--- config.mk ---
export PLATFORM = sky130hd
export DESIGN_NAME = uart_rxbuf
export DESIGN_NICKNAME = d
export VERILOG_FILES = /design/src/rtl/uart_rxbuf_pkg.sv /design/src/rtl/uart_rxbuf_ptr.sv /design/src/rtl/uart_rxbuf_mem.sv /design/src/rtl/uart_rxbuf_flags.sv /design/src/rtl/uart_rxbuf.sv
export SDC_FILE = /design/constraint.sdc
export NUM_CORES = 1
export LEC_CHECK = 0
export BUFFER_PORTS_ARGS = -buffer_cell sky130_fd_sc_hd__buf_4
export CORE_MARGIN = 3
export CORE_UTILIZATION = 52
export CTS_CLUSTER_SIZE = 24
export DETAILED_ROUTE_END_ITERATION = 7
export HOLD_SLACK_MARGIN = 0.1
export PLACE_DENSITY = 0.69
export SKIP_LAST_GASP = 1
export SLEW_MARGIN = 25
export SYNTH_ARGS = -nofsm -noshare
export SYNTH_HDL_FRONTEND = slang
export SYNTH_HIERARCHICAL = 1
export SYNTH_SLANG_ARGS = --single-unit
--- constraint.sdc ---
create_clock -name clk -period 3.8 [get_ports clk]
set_clock_uncertainty 0.1 [all_clocks]
set_input_delay 0.57 -clock clk [delete_from_list [all_inputs] [get_ports clk]]
set_output_delay 0.57 -clock clk [all_outputs]
set_load 0.05 [all_outputs]
--- src/rtl/uart_rxbuf_pkg.sv ---
package uart_rxbuf_pkg;
  localparam int unsigned RXB_DEPTH_DEF = 16;
  localparam int unsigned RXB_WIDTH_DEF = 8;
  localparam int unsigned RXB_TRIG_DEF  = 1;

  typedef struct packed {
    logic push_ok;
    logic push_drop;
    logic pop_eff;
    logic pop_req;
  } rxb_evt_t;
endpackage

--- src/rtl/uart_rxbuf_ptr.sv ---
module uart_rxbuf_ptr #(
  parameter int unsigned DEPTH = 16,
  parameter int unsigned PW    = $clog2(DEPTH),
  parameter int unsigned CW    = $clog2(DEPTH + 1)
) (
  input  logic          clk,
  input  logic          rst_n,
  input  logic          fifo_mode,
  input  logic          push_valid,
  input  logic          pop_req,
  output logic          ready,
  output logic          push_ok,
  output logic          pop_eff,
  output logic [PW-1:0] rd_idx,
  output logic [PW-1:0] wr_idx,
  output logic [CW-1:0] count
);
  localparam logic [CW-1:0] CNT_MAX = CW'(DEPTH);
  localparam logic [PW-1:0] IDX_TOP = PW'(DEPTH - 1);

  logic [PW-1:0] rd_nx;
  logic [CW-1:0] cnt_nx;
  logic [CW:0]   slot_sum;

  always_comb begin
    ready    = fifo_mode ? (count < CNT_MAX) : (count == '0);
    push_ok  = push_valid & ready;
    pop_eff  = pop_req & (count != '0);
    slot_sum = {{(CW + 1 - PW){1'b0}}, rd_idx} + {1'b0, count};
    if (slot_sum >= (CW + 1)'(DEPTH)) begin
      slot_sum = slot_sum - (CW + 1)'(DEPTH);
    end
    wr_idx = slot_sum[PW-1:0];
  end

  always_comb begin
    rd_nx  = rd_idx;
    cnt_nx = count;
    if (pop_eff) begin
      rd_nx = (rd_idx == IDX_TOP) ? '0 : rd_idx + 1'b1;
    end
    case ({push_ok, pop_eff})
      2'b10:   cnt_nx = count + 1'b1;
      2'b01:   cnt_nx = count - 1'b1;
      default: cnt_nx = count;
    endcase
  end

  always_ff @(posedge clk or negedge rst_n) begin
    if (!rst_n) begin
      rd_idx <= '0;
      count  <= '0;
    end else begin
      if (pop_eff) rd_idx <= rd_nx;
      if (push_ok ^ pop_eff) count <= cnt_nx;
    end
  end

  assert_count_bound_R3: assert property (@(posedge clk) disable iff (!rst_n)
    count <= CNT_MAX);
  assert_single_slot_R4: assert property (@(posedge clk) disable iff (!rst_n)
    (!fifo_mode && push_ok) |-> (count == '0));
  assert_hold_count_R10: assert property (@(posedge clk) disable iff (!rst_n)
    (push_ok && pop_eff) |=> (count == $past(count)));
  assert_rd_wrap_R11: assert property (@(posedge clk) disable iff (!rst_n)
    (pop_eff && rd_idx == IDX_TOP) |=> (rd_idx == '0));
endmodule

--- src/rtl/uart_rxbuf_mem.sv ---
module uart_rxbuf_mem #(
  parameter int unsigned DEPTH = 16,
  parameter int unsigned WIDTH = 8,
  parameter int unsigned PW    = $clog2(DEPTH)
) (
  input  logic             clk,
  input  logic             rst_n,
  input  logic             we,
  input  logic [PW-1:0]    wr_idx,
  input  logic [WIDTH-1:0] wr_data,
  input  logic [PW-1:0]    rd_idx,
  output logic [WIDTH-1:0] rd_data
);
  logic [WIDTH-1:0] slot_q [DEPTH];

  for (genvar gi = 0; gi < DEPTH; gi++) begin : g_slot
    logic slot_en;
    assign slot_en = we && (wr_idx == PW'(gi));
    always_ff @(posedge clk or negedge rst_n) begin
      if (!rst_n) begin
        slot_q[gi] <= '0;
      end else if (slot_en) begin
        slot_q[gi] <= wr_data;
      end
    end
  end

  assign rd_data = slot_q[rd_idx];
endmodule

--- src/rtl/uart_rxbuf_flags.sv ---
module uart_rxbuf_flags
  import uart_rxbuf_pkg::*;
#(
  parameter int unsigned DEPTH      = 16,
  parameter int unsigned TRIG_LEVEL = 1,
  parameter int unsigned CW         = $clog2(DEPTH + 1)
) (
  input  logic          clk,
  input  logic          rst_n,
  input  rxb_evt_t      evt,
  input  logic          force_full,
  input  logic [CW-1:0] count,
  output logic          empty,
  output logic          full,
  output logic          irq_raw,
  output logic          overrun
);
  localparam logic [CW-1:0] CNT_MAX  = CW'(DEPTH);
  localparam logic [CW-1:0] TRIG     = CW'(TRIG_LEVEL);
  localparam logic [CW-1:0] TRIG_LOW = CW'(TRIG_LEVEL - 1);

  logic          empty_nx, full_nx, irq_nx, ovr_nx;
  logic [CW-1:0] cnt_after;
  logic          push_only, pop_only;

  always_comb begin
    push_only = evt.push_ok & ~evt.pop_eff;
    pop_only  = evt.pop_req & ~evt.push_ok;
    cnt_after = count;
    if (push_only)                         cnt_after = count + 1'b1;
    else if (evt.pop_eff && !evt.push_ok)  cnt_after = count - 1'b1;

    empty_nx = empty;
    if (evt.push_ok)                                        empty_nx = 1'b0;
    else if (evt.pop_eff && count == CW'(1))                empty_nx = 1'b1;

    full_nx = full;
    if (evt.push_ok && (force_full || cnt_after == CNT_MAX)) full_nx = 1'b1;
    else if (evt.pop_req)                                   full_nx = 1'b0;

    irq_nx = irq_raw;
    if (push_only && cnt_after == TRIG)                     irq_nx = 1'b1;
    else if (pop_only && cnt_after == TRIG_LOW)             irq_nx = 1'b0;

    ovr_nx = overrun | evt.push_drop;
  end

  always_ff @(posedge clk or negedge rst_n) begin
    if (!rst_n) begin
      empty   <= 1'b1;
      full    <= 1'b0;
      irq_raw <= 1'b0;
      overrun <= 1'b0;
    end else begin
      empty   <= empty_nx;
      full    <= full_nx;
      irq_raw <= irq_nx;
      overrun <= ovr_nx;
    end
  end

  assert_ovr_sticky_R5: assert property (@(posedge clk) disable iff (!rst_n)
    overrun |=> overrun);
  assert_force_full_R7: assert property (@(posedge clk) disable iff (!rst_n)
    (evt.push_ok && force_full) |=> full);
  assert_irq_set_R9: assert property (@(posedge clk) disable iff (!rst_n)
    (evt.push_ok && !evt.pop_eff && count == TRIG - 1'b1) |=> irq_raw);
  assert_irq_clr_R9: assert property (@(posedge clk) disable iff (!rst_n)
    (evt.pop_eff && !evt.push_ok && count == TRIG) |=> !irq_raw);
endmodule

--- src/rtl/uart_rxbuf.sv ---
module uart_rxbuf
  import uart_rxbuf_pkg::*;
#(
  parameter int unsigned DEPTH      = RXB_DEPTH_DEF,
  parameter int unsigned WIDTH      = RXB_WIDTH_DEF,
  parameter int unsigned TRIG_LEVEL = RXB_TRIG_DEF
) (
  input  logic             clk,
  input  logic             rst_n,
  input  logic             fifo_mode,
  input  logic             force_full,
  input  logic             push_valid,
  input  logic [WIDTH-1:0] push_data,
  output logic             push_ready,
  input  logic             pop_req,
  output logic [WIDTH-1:0] pop_data,
  output logic             rx_empty,
  output logic             rx_full,
  output logic             rx_irq_raw,
  output logic             rx_overrun
);
  localparam int unsigned PW = $clog2(DEPTH);
  localparam int unsigned CW = $clog2(DEPTH + 1);

  logic          ready_w, push_ok_w, pop_eff_w;
  logic [PW-1:0] rd_idx_w, wr_idx_w;
  logic [CW-1:0] count_w;
  rxb_evt_t      evt_w;

  uart_rxbuf_ptr #(.DEPTH(DEPTH), .PW(PW), .CW(CW)) u_ptr (
    .clk(clk), .rst_n(rst_n), .fifo_mode(fifo_mode),
    .push_valid(push_valid), .pop_req(pop_req),
    .ready(ready_w), .push_ok(push_ok_w), .pop_eff(pop_eff_w),
    .rd_idx(rd_idx_w), .wr_idx(wr_idx_w), .count(count_w)
  );

  uart_rxbuf_mem #(.DEPTH(DEPTH), .WIDTH(WIDTH), .PW(PW)) u_mem (
    .clk(clk), .rst_n(rst_n), .we(push_ok_w), .wr_idx(wr_idx_w),
    .wr_data(push_data), .rd_idx(rd_idx_w), .rd_data(pop_data)
  );

  always_comb begin
    evt_w.push_ok   = push_ok_w;
    evt_w.push_drop = push_valid & ~ready_w;
    evt_w.pop_eff   = pop_eff_w;
    evt_w.pop_req   = pop_req;
  end

  uart_rxbuf_flags #(.DEPTH(DEPTH), .TRIG_LEVEL(TRIG_LEVEL), .CW(CW)) u_flags (
    .clk(clk), .rst_n(rst_n), .evt(evt_w), .force_full(force_full),
    .count(count_w), .empty(rx_empty), .full(rx_full),
    .irq_raw(rx_irq_raw), .overrun(rx_overrun)
  );

  assign push_ready = ready_w;

  assert_empty_track_R6: assert property (@(posedge clk) disable iff (!rst_n)
    rx_empty == (count_w == '0));
  assert_no_overflow_R3: assert property (@(posedge clk) disable iff (!rst_n)
    (count_w == CW'(DEPTH)) |-> !push_ready);
  assert_empty_pop_R8: assert property (@(posedge clk) disable iff (!rst_n)
    (pop_req && rx_empty && !push_valid) |=> $stable(pop_data));
endmodule

==> out/results.ini, run 1 <==
[power_and_ir_drop]
p_leak_uw = 0.00367
cellPowerDensity_nw_per_um2 = 961
ir_drop_mv = 0.589

[cts]
htreeDepth = 4
clock-sinks = 141
cts_buffer_depth = 2
worstSkewPairLatency_ns = 0.42
cts_tree = built
cts_setup_buffers = 0
clk_pin_slew_ns = 0.06
cts_root_buf = clkbuf_16
numCtsBuffers = 17

[grt]
grt_pass1_vias = 4351
grt_usage_pct = 22.3
antenna_found_initial = 0
grt_pass1_wl_um = 24400
overflow = 0
grt_max_degree = 122

[route]
drc = 0
viasPerCell = 6.01
drt_first_iter_violations = 331
drt_wl_total_um = 15300
num_vias = 4159
wire_per_inst_um = 22.1
antenna_left = 0
dr.pass1.iters = 4

[sta]
setup_viol = 0
fmax_ghz = 0.301
period_minus_slack_ns = 3.32
finalSetupTns_ns = 0
finalMaxSlewViolations = 0
min_period_over_period_pct = 87.5
setup_slack_ns = 0.476
rsz0062_at_grt = false
finalHoldViolations = 0
worst_pin_slew_ns = 0.929
relSlewSlack_pct = 37.8
fin_hold_ws_ns = 0.303

[placement]
place.gp.congestion = 0.828
hpwl_um = 9420
pre_cts_ws_ns = 0.521
port_buffers = 26

[synth]
ys_types = 57
synth_area_um2 = 7000
synth_fp_nets = 508
synth_ff_type = dfrtp_1
synth_seq_cells = 141
ys_warn_count = 6
synth_edf_count = 0
synth-seq-area-share_pct = 50.5
syn_area_per_cell_um2 = 14.5
async_flop_share_pct = 100
synthCells = 481

[floorplan]
core-area_um2 = 12900
dieArea_um2 = 14900
die_w_um = 122
initial_core_util_pct = 54.3
rows = 41
die_h_um = 122
io_pins = 27

[critical_path]
path_buf_inv = 0
start_kind = flop
path_cells = or4_4, a21oi_2, nand2_1, ha_1, ha_1, nor2b_1, or4_1, nand4_1, o311ai_0
crit_arrival_ns = 3.50
critical_path_class = reg2reg
cp.required_ns = 3.98
cp_slowest_stage_delay_ns = 0.62
slowest_stage = or4_4
crit_path_max_fanout = 11
critPathMostFrequentCell = ha_1
crit_family = simple AND/OR/NAND/NOR gates
end_kind = flop

[hold_path]
worstHoldPathType = in2reg

[outcome]
outcome = completed

[final_layout]
nets = 535
diodes = 0
drive_gt1_share_pct = 45.0
area_growth_pct = 14.5

[job]
cap_violations = 0

## cells by family after synthesis
kind of cell	after synthesis	share of synthesized area (%)
AND/OR/NAND/NOR	69	6.14
AO/OA/AOI/OAI	44	4.47
XOR/XNOR	12	1.50
adder cells (fa/ha/maj)	13	2.54
flip-flops	141	50.5
multiplexers	161	31.8
buffers and inverters	41	3.06
## worst paths after layout
| kind | cells past startpoint | from | slack (ns) | to |
|---|---|---|---|---|
| max | 9 | u_ptr/count[0] | 0.48 | u_ptr/count[4] |
| min | 2 | pop_req | 0.30 | u_flags/full |
| max reg2reg | 9 | u_ptr/count[0] | 0.48 | u_ptr/count[4] |
| min reg2reg | 1 | u_flags/overrun | 0.37 | u_flags/overrun |
| max in group asynchronous | 4 | rst_n | 2.04 | u_mem/slot_q[123] |
| min in group asynchronous | 2 | rst_n | 0.50 | u_ptr/count[3] |
## report_power, final
part           total (µW)  leakage (µW)  switching [µW]  internal, µW
sequential           2610       0.00181             426          2180
clock                1880      0.000322             623          1260
combinational        3210       0.00154            1650          1560
total                7700       0.00367            2700          5000
## state kept, by name, summed over array words and instances, names as in the netlist
name / count
u_mem/slot_q: 128
u_flags/empty: 1
u_ptr/rd_idx: 4
u_flags/full: 1
u_ptr/count: 5
u_flags/irq_raw: 1
u_flags/overrun: 1
## cell usage after synthesis (8+ instances only)
cell / count / area [µm²]
nand2_1: 16 / 60.1
clkbuf_1: 9 / 33.8
mux4_1: 14 / 368
dfrtp_1: 140 / 3500
nor2_2: 9 / 56.3
nand2b_1: 8 / 50.1
mux4_2: 17 / 383
mux2_2: 128 / 1440
inv_1: 14 / 52.6
buf_2: 9 / 45.0
ha_1: 11 / 138
a22oi_1: 16 / 120
## repair_timing
action                                  CTS  global route
gates resized for setup                   0             0
endpoints found under the setup margin    0             0
hold buffers                              0             1
hold endpoints to repair                  0            28
## area by class of cell
class	instances	area (µm²)
clock buffer	20	457
sequential	141	3530
inverter	15	56.3
clock inverter	11	214
fill	985	4860
timing repair buffer	34	284
multi-input combinational	299	3260
tap	172	215
## metrics by stage
stage	instances	utilization (%)	total power [µW]	instance area [µm²]
floorplan	481	-	5050	7000
global placement	659	56.7	5700	7300
detailed placement	659	56.7	5820	7300
CTS	690	61.9	7740	7970
global route	692	62.2	8130	8010
finish	692	62.2	7700	8010
## layout by cell type, fill, tap and decap left out, types with 8 or more instances in the layout
master / instances
buf_4: 31
mux2_2: 128
ha_1: 11
mux4_2: 17
nand2_1: 16
inv_1: 14
dfrtp_1: 139
clkbuf_16: 17
mux4_1: 14
nand2b_1: 8
a22oi_1: 16
nor2_2: 9
## layer usage
| metal | global-route usage [%] | share of wire [%] | up-vias |
|---|---|---|---|
| li1 | - | - | 1856 |
| met1 | 30.0 | 43 | 2198 |
| met2 | 36.6 | 51 | 93 |
| met3 | 5.29 | 4.7 | 12 |
| met4 | 5.88 | 0.80 | 0 |
| met5 | 0 | 0 | - |
(Power assumes the default switching activity.)
==> run 2, diff against run 1 <==
--- a/config.mk
+++ b/config.mk
@@ -5,7 +5,8 @@
 export SDC_FILE = /design/constraint.sdc
 export NUM_CORES = 1
 export LEC_CHECK = 0
-export BUFFER_PORTS_ARGS = -buffer_cell sky130_fd_sc_hd__buf_4
+export BUFFER_PORTS_ARGS = -buffer_cell sky130_fd_sc_hd__buf_2
+export CORE_ASPECT_RATIO = 1.25
 export CORE_MARGIN = 3
 export CORE_UTILIZATION = 52
 export CTS_CLUSTER_SIZE = 24
==> run 2 against run 1 <==
  * Die area hardly changed
  * Fmax is 2.1% higher
  * Critical path type unchanged
  * Sequential power hardly changed
  * Sequential share of layout area is 1.1 points higher
==> out/results.ini, run 2 (synthesized netlist as in run 1, its figures left out) <==
[outcome]
outcome = completed

[route]
dr.pass1.iters = 4  ; unchanged
drt_wl_total_um = 14800  ; -3.4%
viasPerCell = 6.07  ; +1.1%
drt_first_iter_violations = 258  ; -22%
num_vias = 4167  ; +0.19%
wire_per_inst_um = 21.5  ; -2.6%
drc = 0  ; unchanged
antenna_left = 0  ; unchanged

[cts]
cts_tree = built
cts.hold.buffers_added = 0  ; unchanged
clk_pin_slew_ns = 0.06  ; about the same
numCtsBuffers = 17  ; unchanged
cts_setup_buffers = 0  ; unchanged
clock-sinks = 141  ; unchanged
ctsResizeCount = 0  ; unchanged
worstSkewPairLatency_ns = 0.41  ; about the same
cts_root_buf = clkbuf_16
htreeDepth = 4  ; unchanged
cts_buffer_depth = 2  ; unchanged

[power_and_ir_drop]
p_leak_uw = 0.00359  ; -2.4%
seq_power_share_pct = 35.1  ; +1.2 points
combPwrFrac_pct = 42.9  ; +1.2 points
clkPwrFrac_pct = 21.9  ; -2.6 points
cellPowerDensity_nw_per_um2 = 940  ; -2.2%
switching_share_pct = 36.7  ; +1.7 points
intPower_uw = 4650  ; -7.1%
ir_drop_mv = 0.497  ; -16%
p_sw_uw = 2700  ; about the same
finalPower_uw = 7350  ; -4.6%

[critical_path]
crit_path_max_fanout = 13  ; +2
slowest_stage = or4_4
path_cells = or4_4, a21oi_2, nand2_1, inv_1, or3b_2, a21oi_1, o211ai_1, nor4b_1, o22ai_1
path_buf_inv = 1  ; +1
start_kind = flop
crit_path_start = u_ptr/count[0]
cp.required_ns = 3.97  ; about the same
reg2regPathDepth = 9  ; unchanged
r2r-start = u_ptr/count[0]
crit_arrival_ns = 3.43  ; -0.07 ns
cp_slowest_stage_delay_ns = 0.61  ; about the same
end_kind = flop
critical_path_class = reg2reg
cp.depth = 9  ; unchanged
crit_family = simple AND/OR/NAND/NOR gates

[floorplan]
dieArea_um2 = 14900  ; about the same
initial_core_util_pct = 54.0  ; -0.31 points
io_pins = 27  ; unchanged
die_w_um = 110  ; -10%
rows = 46  ; +12%
die_h_um = 136  ; +11%
core-area_um2 = 12900  ; +0.57%

[sta]
min_period_over_period_pct = 85.7  ; -1.8 points
rsz0062_at_grt = false
finalHoldViolations = 0  ; unchanged
worst_pin_slew_ns = 0.843  ; -0.0869 ns
finalSetupTns_ns = 0  ; unchanged
fmax_ghz = 0.307  ; +2.1%
relSlewSlack_pct = 43.7  ; +5.9 points
fin_hold_ws_ns = 0.0785  ; -0.224 ns
finalMaxSlewViolations = 0  ; unchanged
setup_viol = 0  ; unchanged
period_minus_slack_ns = 3.26  ; -0.0676 ns

[placement]
port_buffers = 26  ; unchanged
hpwl_um = 9420  ; about the same
place.gp.congestion = 0.769  ; -7.2%
place_area_um2 = 7240  ; -0.86%

[final_layout]
regMostFlops = u_mem/slot_q
nets = 532  ; -0.56%
area_growth_pct = 11.7
final_common_cell = dfrtp_1
diodes = 0  ; unchanged
final_cell_mix = dfrtp_1, mux2_2, buf_2
final_design_area_no_fill_um2 = 7820  ; -2.5%
reg.largest.list = u_mem/slot_q: 128 flops, u_ptr/count: 5 flops, u_ptr/rd_idx: 4 flops
largest_register_ffs = 128  ; unchanged
drive_gt1_share_pct = 44.6  ; -0.41 points

[grt]
grt_usage_pct = 21.1  ; -1.1 points
grt_pass1_vias = 4470  ; +2.7%
antenna_found_initial = 0  ; unchanged
grt_max_degree = 75  ; -39%
overflow = 0  ; unchanged
grt_pass1_wl_um = 23200  ; -5.1%

[job]
cap_violations = 0  ; unchanged

[hold_path]
worstHoldPathType = in2async

==> run 2: cell types whose count changed in the layout (fill, tap and decap cells not counted), moves of 2 or more <==
cell	change
buf_4	-27
buf_2	+25
bufinv_16	-4
clkbuf_8	-3
clkinv_4	+3
clkbuf_1	+2
inv_6	+2
==> run 2: worst paths after layout <==
kind | slack, ns | to
min | 0.08 | u_ptr/count[4]
max | 0.54 | u_flags/irq_raw
min reg2reg | 0.38 | u_flags/overrun
min in group clk | 0.32 | u_flags/full
max in group asynchronous | 2.72 | u_mem/slot_q[82]
max reg2reg | 0.54 | u_flags/irq_raw
==> run 2: worst register-to-register path: stages, from the launching register on <==
cell and delay (ns):
dfrtp_1 0.50, or4_4 0.61, a21oi_2 0.25, nand2_1 0.12, inv_1 0.32, or3b_2 0.48, a21oi_1 0.19, o211ai_1 0.11
nor4b_1 0.30, o22ai_1 0.14
==> run 2: final cells by class <==
cell class | count | area, µm²
Fill cell | 1015 | 5130
Sequential cell | 141 | 3530
Multi-Input combinational cell | 299 | 3260
Clock buffer | 20 | 437
Tap cell | 168 | 210
Timing Repair Buffer | 31 | 186
Clock inverter | 12 | 140
Inverter | 15 | 56.3
==> run 2: routing by layer <==
| metal | global-route usage (%) | wire, µm | vias to the layer above |
|---|---|---|---|
| met5 | 0 | 0 | - |
| met4 | 7.62 | 278 | 0 |
| met3 | 4.01 | 565 | 21 |
| met2 | 37.1 | 7940 | 92 |
| met1 | 25.8 | 6000 | 2208 |
| li1 | - | - | 1846 |
==> run 2: power by group through the flow <==
stage | clock network [µW] | logic (µW) | registers, µW
2_1_floorplan | 0 | 2540 | 2510
3_3_place_gp | 0 | 3070 | 2550
3_5_place_dp | 0 | 3150 | 2600
4_1_cts | 1640 | 3180 | 2580
5_1_grt | 1710 | 3400 | 2660
6_report | 1610 | 3150 | 2580
==> run 2: per-stage QoR <==
step           util [%]  worst slack, ns  std cells
6_report           60.4            0.543        686
5_1_grt            60.4            0.298        686
4_1_cts            60.4            0.591        686
3_5_place_dp       55.9            0.602        654
3_3_place_gp       55.9            0.669        654
2_1_floorplan         -            0.347        481
